### src/rtl/trig_stretch_pkg.sv
package trig_stretch_pkg;
  typedef enum logic [1:0] {
    ST_ARMED = 2'd0,
    ST_COUNT = 2'd1,
    ST_BLOCK = 2'd2
  } stretch_state_e;
endpackage

### src/rtl/trig_sync.sv
module trig_sync #(
  parameter int STAGES = 2
) (
  input  logic clk,
  input  logic rst_n,
  input  logic d_i,
  output logic q_o
);
  logic [STAGES-1:0] chain;

  genvar g;
  generate
    for (g = 0; g < STAGES; g++) begin : g_stage
      if (g == 0) begin : g_first
        always_ff @(posedge clk) begin
          if (!rst_n) chain[0] <= 1'b0;
          else        chain[0] <= d_i;
        end
      end else begin : g_next
        always_ff @(posedge clk) begin
          if (!rst_n) chain[g] <= 1'b0;
          else        chain[g] <= chain[g-1];
        end
      end
    end
  endgenerate

  assign q_o = chain[STAGES-1];
endmodule

### src/rtl/glitch_filter.sv
module glitch_filter #(
  parameter int LEN = 4
) (
  input  logic clk,
  input  logic rst_n,
  input  logic d_i,
  output logic full_o
);
  // Each stage only holds a one if the input is still high: a zero flushes the chain.
  logic [LEN-1:0] taps;

  genvar g;
  generate
    for (g = 0; g < LEN; g++) begin : g_tap
      if (g == 0) begin : g_first
        always_ff @(posedge clk) begin
          if (!rst_n) taps[0] <= 1'b0;
          else        taps[0] <= d_i;
        end
      end else begin : g_next
        always_ff @(posedge clk) begin
          if (!rst_n) taps[g] <= 1'b0;
          else        taps[g] <= d_i & taps[g-1];
        end
      end
    end
  endgenerate

  assign full_o = &taps;
endmodule

### src/rtl/stretch_fsm.sv
module stretch_fsm
  import trig_stretch_pkg::*;
#(
  parameter int PULSE_W = 125
) (
  input  logic           clk,
  input  logic           rst_n,
  input  logic           full_i,
  input  logic           trig_s_i,
  output stretch_state_e st_o
);
  localparam int CNT_W = (PULSE_W > 1) ? $clog2(PULSE_W) : 1;
  localparam logic [CNT_W-1:0] LAST = CNT_W'(PULSE_W - 1);

  stretch_state_e st_q;
  logic [CNT_W-1:0] cnt_q;

  always_ff @(posedge clk) begin
    if (!rst_n) begin
      st_q  <= ST_ARMED;
      cnt_q <= '0;
    end else begin
      unique case (st_q)
        ST_ARMED: begin
          cnt_q <= '0;
          if (full_i) st_q <= ST_COUNT;
        end
        ST_COUNT: begin
          if (cnt_q == LAST) begin
            st_q  <= ST_BLOCK;
            cnt_q <= '0;
          end else begin
            cnt_q <= cnt_q + 1'b1;
          end
        end
        ST_BLOCK: begin
          if (!trig_s_i) st_q <= ST_ARMED;
        end
        default: st_q <= ST_ARMED;
      endcase
    end
  end

  assign st_o = st_q;
endmodule

### src/rtl/trig_stretch.sv
module trig_stretch
  import trig_stretch_pkg::*;
#(
  parameter int PULSE_W     = 125,
  parameter int FILT_LEN    = 4,
  parameter int SYNC_STAGES = 2
) (
  input  logic clk,
  input  logic rst_n,
  input  logic trig_i,
  output logic pulse_o
);
  logic           trig_s;
  logic           filt_full;
  stretch_state_e st_q;
  logic           live_q;

  trig_sync #(.STAGES(SYNC_STAGES)) u_sync (
    .clk   (clk),
    .rst_n (rst_n),
    .d_i   (trig_i),
    .q_o   (trig_s)
  );

  glitch_filter #(.LEN(FILT_LEN)) u_filt (
    .clk    (clk),
    .rst_n  (rst_n),
    .d_i    (trig_s),
    .full_o (filt_full)
  );

  stretch_fsm #(.PULSE_W(PULSE_W)) u_fsm (
    .clk      (clk),
    .rst_n    (rst_n),
    .full_i   (filt_full),
    .trig_s_i (trig_s),
    .st_o     (st_q)
  );

  always_ff @(posedge clk) begin
    if (!rst_n) live_q <= 1'b0;
    else        live_q <= 1'b1;
  end

  // Mux select is the registered state: raw trigger while armed, counter pulse otherwise.
  always_comb begin
    if (!live_q)                pulse_o = 1'b0;
    else if (st_q == ST_ARMED)  pulse_o = trig_i;
    else                        pulse_o = (st_q == ST_COUNT);
  end
endmodule

### config.mk
export PLATFORM = sky130hd
export DESIGN_NAME = trig_stretch
export DESIGN_NICKNAME = d
export VERILOG_FILES = /design/src/rtl/trig_stretch_pkg.sv /design/src/rtl/trig_sync.sv /design/src/rtl/glitch_filter.sv /design/src/rtl/stretch_fsm.sv /design/src/rtl/trig_stretch.sv
export SDC_FILE = /design/constraint.sdc
export NUM_CORES = 1
export LEC_CHECK = 0
export ABC_AREA = 1
export ABC_CLOCK_PERIOD_IN_PS = 2300
export CAP_MARGIN = 20
export CORE_AREA = 2 2 39 41
export CTS_BUF_LIST = sky130_fd_sc_hd__clkbuf_4 sky130_fd_sc_hd__clkbuf_8
export DETAILED_ROUTE_END_ITERATION = 12
export DIE_AREA = 0 0 41 43
export DONT_BUFFER_PORTS = 1
export PLACE_DENSITY = 0.77
export SYNTH_ARGS = -nofsm -noshare
export SYNTH_HDL_FRONTEND = slang
export SYNTH_SLANG_ARGS = --single-unit
### constraint.sdc
create_clock -name clk -period 2.3 [get_ports clk]
set_input_delay 0.115 -clock clk [delete_from_list [all_inputs] [get_ports clk]]
set_output_delay 0.115 -clock clk [all_outputs]
set_load 0.02 [all_outputs]
# Yosys cells after proc, flatten, opt, wreduce, memory -nomap -nowiden
# Index checks and enable logic that the tools add are counted.
word_totals:
  register_bits: 16
classes:
  addsub: 1
  n_mux: 9
  n_eq_ne: 6
  bitwise_logic: 3
  reduce_logical: 4
op_table:
  columns: ["op", "n"]
  rows:
  - ["7-bit case mux with 2 select lines", 1]
  - ["7-bit by 1-bit adder with 7-bit output, second input constant", 1]
  - ["7-bit equality test, second input constant", 1]
  - ["7-bit 2-to-1 mux", 1]
  - ["2-bit 2-to-1 mux", 3]
  - ["2-bit case mux with 3 select lines", 1]
  - ["2-bit != test, second input constant", 2]
  - ["4-bit AND reduction", 1]
  - ["1-bit AND", 3]
  - ["1-bit 2-to-1 mux", 3]
  - ["3-bit AND reduction", 1]
  - ["2-bit by 1-bit equality test with 1-bit output, second input constant", 1]
  - ["2-bit equality test, second input constant", 1]
  - ["2-bit logical NOT", 1]
  - ["2-bit by 1-bit != test with 1-bit output, second input constant", 1]
  - ["2-bit nonzero test", 1]

# Logic depth before layout (Yosys ltp)
# Gate-level depths: netlist of the first run.
depth:
  word_depth: 3
  ltp_mapped: 7

# Modules after synthesis
# A second synthesis of the first run with hierarchy kept.
hier_totals:
  hier_cells: 95
  area_unflattened_um2: 708.2
modules_own_cells:
  columns: ["mod", "cells_each", "area_each_um2", "n_inst"]
  rows:
  - ["stretch_fsm", 69, 494.2, 1]
  - ["glitch_filter", 15, 123.9, 1]
  - ["trig_sync", 6, 55.1, 1]
  - ["trig_stretch", 5, 35.0, 1]

# Least setup slack after synthesis of the first run
# No wires, ideal clock.
synth_path:
  kind: "reg2reg"
  start: "register u_fsm.cnt_q[0]"
  end: "register u_fsm.cnt_q[6]"
  slack_ns: 1.206
  required_ns: 2.234
  t_arrival_ns: 1.028
  setup_ns: 0.066
  path_buffers: 0
  period_less_slack_ns: 1.094
  path_stages_with_launch: 8
  cell_sequence: "dfxtp_1 inv_1 ha_1 nand3_1 nor2_2 nor2_4 nand2_1 a21oi_2"
synth_between:
  elab_chain_len: 3
  elab_cells_between_ends: 4
synth_lines:
  columns: ["element", "line", "source"]
  rows:
  - ["start: declaration", "stretch_fsm.sv:16", "logic [CNT_W-1:0] cnt_q;"]
  - ["start signal: assignment", "stretch_fsm.sv:33", "cnt_q <= cnt_q + 1'b1;"]
  - ["7-bit by 1-bit adder with 7-bit output / 7-bit equality test (equally long branches)", "stretch_fsm.sv:33, stretch_fsm.sv:29", null]
  - ["7-bit 2-to-1 mux (*)", "stretch_fsm.sv:29", "if (cnt_q == LAST) begin"]
  - ["7-bit case mux with 2 select lines (*)", "stretch_fsm.sv:23", "unique case (st_q)"]
# Every way passes the cells marked *; elsewhere a longest branch is shown, timed or not.
# A chain may end at the register's enable or synchronous reset.

# Worst setup path after layout of the first run
# Ends and elaborated chain as after synthesis.

==> reports/metrics.cfg, run 1 <==
[hold_path]
hold_start=rst_n
min_path_type=input port to register

[logic_synthesis]
async_flop_share_pct=0
post_synth.cell_area_avg_um2=7.32
mappedNetlistArea_um2=703
synth_area_leader_cell=dfxtp_1
synth_edf_count=0
ys_seq_elements=16
synth_cells=96
yosys_warnings=0
synth_top_area_share_pct=45.6
synthTopCellsByArea=dfxtp_1 (46%), nand2_1 (15%), inv_1 (6.9%)
synth_commonest_cells=nand2_1 (29), dfxtp_1 (16), inv_1 (13), nor2_1 (8), a21oi_1 (7)
synthFlopType=dfxtp_1
syn-num-nets=101
yosysMostFrequentCell=nand2_1
synth_seq_area_share_pct=45.6
synth_cell_types=17

[setup_path]
crit_path_start=u_fsm.cnt_q[0]$_SDFFE_PN0P_
worstSetupEndpointType=register
worstSetupPathType=register to register
critPathTopFamily=simple AND/OR/NAND/NOR gates
reg2reg_from=u_fsm.cnt_q[0]$_SDFFE_PN0P_
crit_fanout=6
crit_buf_inv=1
cp.arrival_ps=1460
crit_path_max_incr_delay_ps=380
critPathRequiredTime_ps=2530
path_cells=inv_1, ha_1, nand3_1, nor2_2, nor2_4, nand2_1, a21oi_2
startpoint_type=register
worst_path_max_delay_cell=dfxtp_1

[timing]
period_share_pct=53.7
hold-worst-slack_ps=36.4
slew_headroom_pct=75.0
max_freq_ghz=0.809
hold_viol=0
rsz0062_at_grt=false
fin_crit_ps=1240
setup_viol=0
worstMarginPinSlew_ps=374
tns_ps=0
skew_ps=1.54
final_max_slew_viol_count=0

[detailed_routing]
drcViolationCount=0
first_iter_violations=3
viasPerCell=5.00
wl_per_cell_um=9.81
ant_nets=0
wirelength_mm=1.14
vias=580
first_pass_iters=3

[layout]
multi_input_area_um2=303
area_delta_synth_final_pct=7.65
final_nets=106
antenna_cells=0
regArea_um2=320
final_area_um2=757
fillers=121
drive_gt1_share_pct=11.0

[global_routing]
met2_usage_pct=25.6
grt_max_degree=11
grt_overflow=0
grt_pass1_wl_mm=1.98
grtUsageMet3_pct=4.71
grt-busiest-layer=met2
grt_use_total_pct=17.0
gr-usage-met1_pct=19.3
grt_pass1_vias=504
antenna_found_initial=0

[power_and_ir_drop]
leakage_uw=0.000280
p_per_area_nw_per_um2=625
ir_drop_v=0.000443

[placement]
placed_cell_area_um2=701
hpwlAfterDp_um=866
portBuffers=0
gp_congestion=0.796

[cts]
clockBufferDepth=2
clock-sinks=16
clk_latency_ps=280
root_buffer=clkbuf_4
cts_buffers=3
holdBufCountCts=2
cts_tree=yes
clkTransAtPathRegs_ps=90
postCtsSetupRepairBufs=0
cts_htree_levels=1
post_cts_resized=0

[die]
die_area_um2=1760
start_util_pct=50.8
core-area_um2=1380
pin_count=4
num_rows=14
die_y_um=43
die_w_um=41

[job]
drv_cap=0

[run_status]
outcome=complete, no violations

==> layout make-up <==
class                   instances  area share (%)
clock buffers                   4            4.79
inverters                      15            7.60
multi-input cells              63            40.0
flip-flops and latches         16            42.3
well taps                      16            2.64
repair buffers                  2            2.64
==> cells in the final DEF, fill, tap and decap left out, drive strengths merged <==
| cell | instances |
|---|---|
| nand2 | 30 |
| inv | 14 |
| dfxtp | 16 |
| nor3 | 1 |
| clkinv | 1 |
| ha | 2 |
| nor2 | 10 |
| o21ai | 5 |
| dlygate4sd3 | 2 |
| nand4 | 2 |
| nand3 | 4 |
| a21oi | 9 |
| clkbuf | 4 |
==> cells by family after synthesis <==
group	count (synthesis)	synth area share [%]
simple gates	47	28.5
fa+ha+maj	2	3.56
buf+inv	17	11.4
compound gates	14	11.0
flops	16	45.6
==> per-layer routing <==
layer | part of all wire (%) | wire (um)
met1 | 44 | 504
met2 | 49 | 558
met3 | 4.1 | 47
met4 | 2.4 | 27
met5 | 0 | 0
==> worst register-to-register path: cells and delay by family (launching register included) <==
| kind | cells | cell delay (ps) |
|---|---|---|
| buffers and inverters | 1 | 90 |
| flip-flops | 1 | 380 |
| AO/OA/AOI/OAI | 1 | 110 |
| adder cells (fa/ha/maj) | 1 | 200 |
| AND/OR/NAND/NOR | 4 | 400 |
==> through the flow <==
step | worst slack, ps | utilization (%) | power (uW) | cells
global placement | 1090 | 50.6 | 294 | 110
global route | 912 | 54.7 | 488 | 116
floorplan | 1210 | - | 293 | 96
finish | 1060 | 54.7 | 473 | 116
detailed placement | 1060 | 50.6 | 294 | 110
CTS | 1040 | 54.7 | 478 | 116
==> sequential cells by signal, summed over array words and instances (netlist names) <==
name	flops
u_fsm.cnt_q	7
u_fsm.st_o	2
live_q	1
u_filt.taps	4
u_sync.q_o	1
u_sync.chain	1
==> worst paths after layout <==
path / endpoint / slack (ps) / depth (start not counted)
min: u_fsm.st_o[1]$_SDFFE_PN0P_ / 40 / 2
max reg2reg: u_fsm.cnt_q[6]$_SDFFE_PN0P_ / 1060 / 7
min reg2reg: u_sync.q_o$_SDFF_PN0_ / 440 / 2
max: u_fsm.cnt_q[6]$_SDFFE_PN0P_ / 1060 / 7
==> where the power goes <==
group	total, uW	switching (uW)	internal, uW
Sequential	281	0.931	280
Clock	181	85.0	96.4
Combinational	10.8	6.95	3.83
Total	473	92.9	380
Note: power is estimated with default switching activity, not from simulation.
==> run 2, diff against run 1 <==
ABC_CLOCK_PERIOD_IN_PS = 1100   (was 2300)
PLACE_DENSITY = 0.8   (was 0.77)
clock period = 1.1 ns   (was 2.3 ns; I/O delays follow)
==> reports/metrics.cfg, run 2 (synthesized netlist as in run 1, its figures left out) <==
[run_status]
outcome=complete, but fails checks
violations=setup timing

[die]
die_y_um=43
core-area_um2=1380
num_rows=14
die_w_um=41
pin_count=4
die_area_um2=1760
start_util_pct=50.8

[placement]
hpwlAfterDp_um=908
place_inst=116
portBuffers=0
gp_congestion=0.785

[detailed_routing]
viasPerCell=5.14
first_iter_violations=13
first_pass_iters=5
wl_per_cell_um=13.1
drcViolationCount=0
ant_nets=0
wirelength_mm=1.65
vias=648

[global_routing]
antenna_found_initial=0
grt_overflow=0
grt_max_degree=10
grt_pass1_vias=675
grt_pass1_wl_mm=2.79
grt_use_total_pct=24.3

[setup_path]
worstSetupPathType=register to register
r2r-end=u_fsm.cnt_q[5]$_SDFFE_PN0P_
cp.arrival_ps=1360
rr_worst_depth=7
worstSetupEndpointType=register
startpoint_type=register
crit_fanout=6
critPathRequiredTime_ps=1330
regToRegSetupSlack_ps=-30
reg2reg_from=u_fsm.cnt_q[1]$_SDFFE_PN0P_

[timing]
skew_ps=10.6
fin_ws_ps=-32.7
final_max_slew_viol_count=0
period_share_pct=103
hold_viol=0
worstMarginPinSlew_ps=314
setup_viol=7
max_freq_ghz=0.883
hold-worst-slack_ps=324
rsz0062_at_grt=true
fin_crit_ps=1130
slew_headroom_pct=79.0

[hold_path]
hold_start=trig_i
min_path_type=input port to output pin
holdPathEnd=pulse_o
min_path_cells=2

[cts]
clk_latency_ps=300
clock-sinks=16
cts_htree_levels=1
cts_tree=yes
root_buffer=clkbuf_4
clkTransAtPathRegs_ps=100
postCtsSetupRepairBufs=0
clockBufferDepth=2
cts_buffers=3

[layout]
largest_reg_flops=7
final_cell_mix=nand2_1 (29), dfxtp_1 (13), inv_1 (11), nor2_1 (7)
antenna_cells=0
drive_gt1_share_pct=26.4
final_nets=116
layout_commonest_cell=nand2_1
area_delta_synth_final_pct=26.2
stdcell_count=126
largest-register=u_fsm.cnt_q

[power_and_ir_drop]
seq_power_share_pct=57.4
netSwitchingPower_uw=216
leakage_uw=0.000325
ir_drop_v=0.000975
pwr-share-comb_pct=3.7
swShare_pct=21.2
p_per_area_nw_per_um2=1150
clock_power_share_pct=38.9
p_int_uw=803

[job]
drv_cap=0

[run 2: cell type report]
| cell class | count | area (um2) |
|---|---|---|
| inverter | 15 | 57.6 |
| clock buffer | 4 | 36.3 |
| multi-input combinational | 63 | 342 |
| fill | 98 | 497 |
| sequential | 16 | 327 |
| tap | 16 | 20.0 |
| timing repair buffer | 12 | 105 |
[run 2: how the worst max path moves through the flow]
stage / endpoint / cells after the start / start
after floorplan: u_fsm.cnt_q[6]$_SDFFE_PN0P_ / 7 / u_fsm.cnt_q[0]$_SDFFE_PN0P_
after global placement: u_fsm.cnt_q[0]$_SDFFE_PN0P_ / 7 / u_fsm.cnt_q[0]$_SDFFE_PN0P_
after detailed placement: u_fsm.cnt_q[0]$_SDFFE_PN0P_ / 7 / u_fsm.cnt_q[0]$_SDFFE_PN0P_
after CTS: u_fsm.cnt_q[4]$_SDFFE_PN0P_ / 7 / u_fsm.cnt_q[1]$_SDFFE_PN0P_
after global routing: u_fsm.cnt_q[4]$_SDFFE_PN0P_ / 7 / u_fsm.cnt_q[0]$_SDFFE_PN0P_
final: u_fsm.cnt_q[5]$_SDFFE_PN0P_ / 7 / u_fsm.cnt_q[1]$_SDFFE_PN0P_
[run 2: stage by stage]
step | setup TNS, ps | area, um2 | worst slack, ps | util, % | power (uW)
2_1_floorplan | 0 | 703 | 5.69 | - | 612
3_3_place_gp | -31.1 | 746 | -16.3 | 53.9 | 614
3_5_place_dp | -194 | 746 | -45.9 | 53.9 | 615
4_1_cts | -79.5 | 873 | -39.2 | 63.1 | 1020
5_1_grt | -599 | 887 | -97.0 | 64.1 | 1040
6_report | -122 | 887 | -32.7 | 64.1 | 1020
[run 2: layer usage]
| layer | vias to the layer above | track usage [%] | wire length, um | part of all wire (%) |
|---|---|---|---|---|
| li1 | 325 | - | - | - |
| met1 | 300 | 27.4 | 639 | 39 |
| met2 | 16 | 38.8 | 894 | 54 |
| met3 | 7 | 6.81 | 60 | 3.6 |
| met4 | 0 | 13.3 | 56 | 3.4 |
| met5 | - | 0 | 0 | 0 |
[run 2: power groups by stage]
stage | combinational, uW | clock, uW | sequential (uW)
5_1_grt | 40.0 | 416 | 586
3_3_place_gp | 13.0 | 0 | 601
3_5_place_dp | 13.7 | 0 | 601
6_report | 37.3 | 396 | 586
2_1_floorplan | 11.4 | 0 | 600
4_1_cts | 32.9 | 401 | 587
[run 2: what timing repair did]
action | 4_1_cts | 5_1_grt
setup endpoints to repair | 8 | 11
hold buffers | 6 | 1
hold endpoints to repair | 15 | 1
gates resized for setup | 10 | 7
cloned | 0 | 0
pin swaps | 4 | 5
[run 2: critical path, cell delays in order, from the launching register on]
cell	delay, ps
dfxtp_2	370
inv_2	60
ha_4	150
nand3_2	90
nor2_4	50
nor2_4	140
nand2_1	80
a21oi_2	120
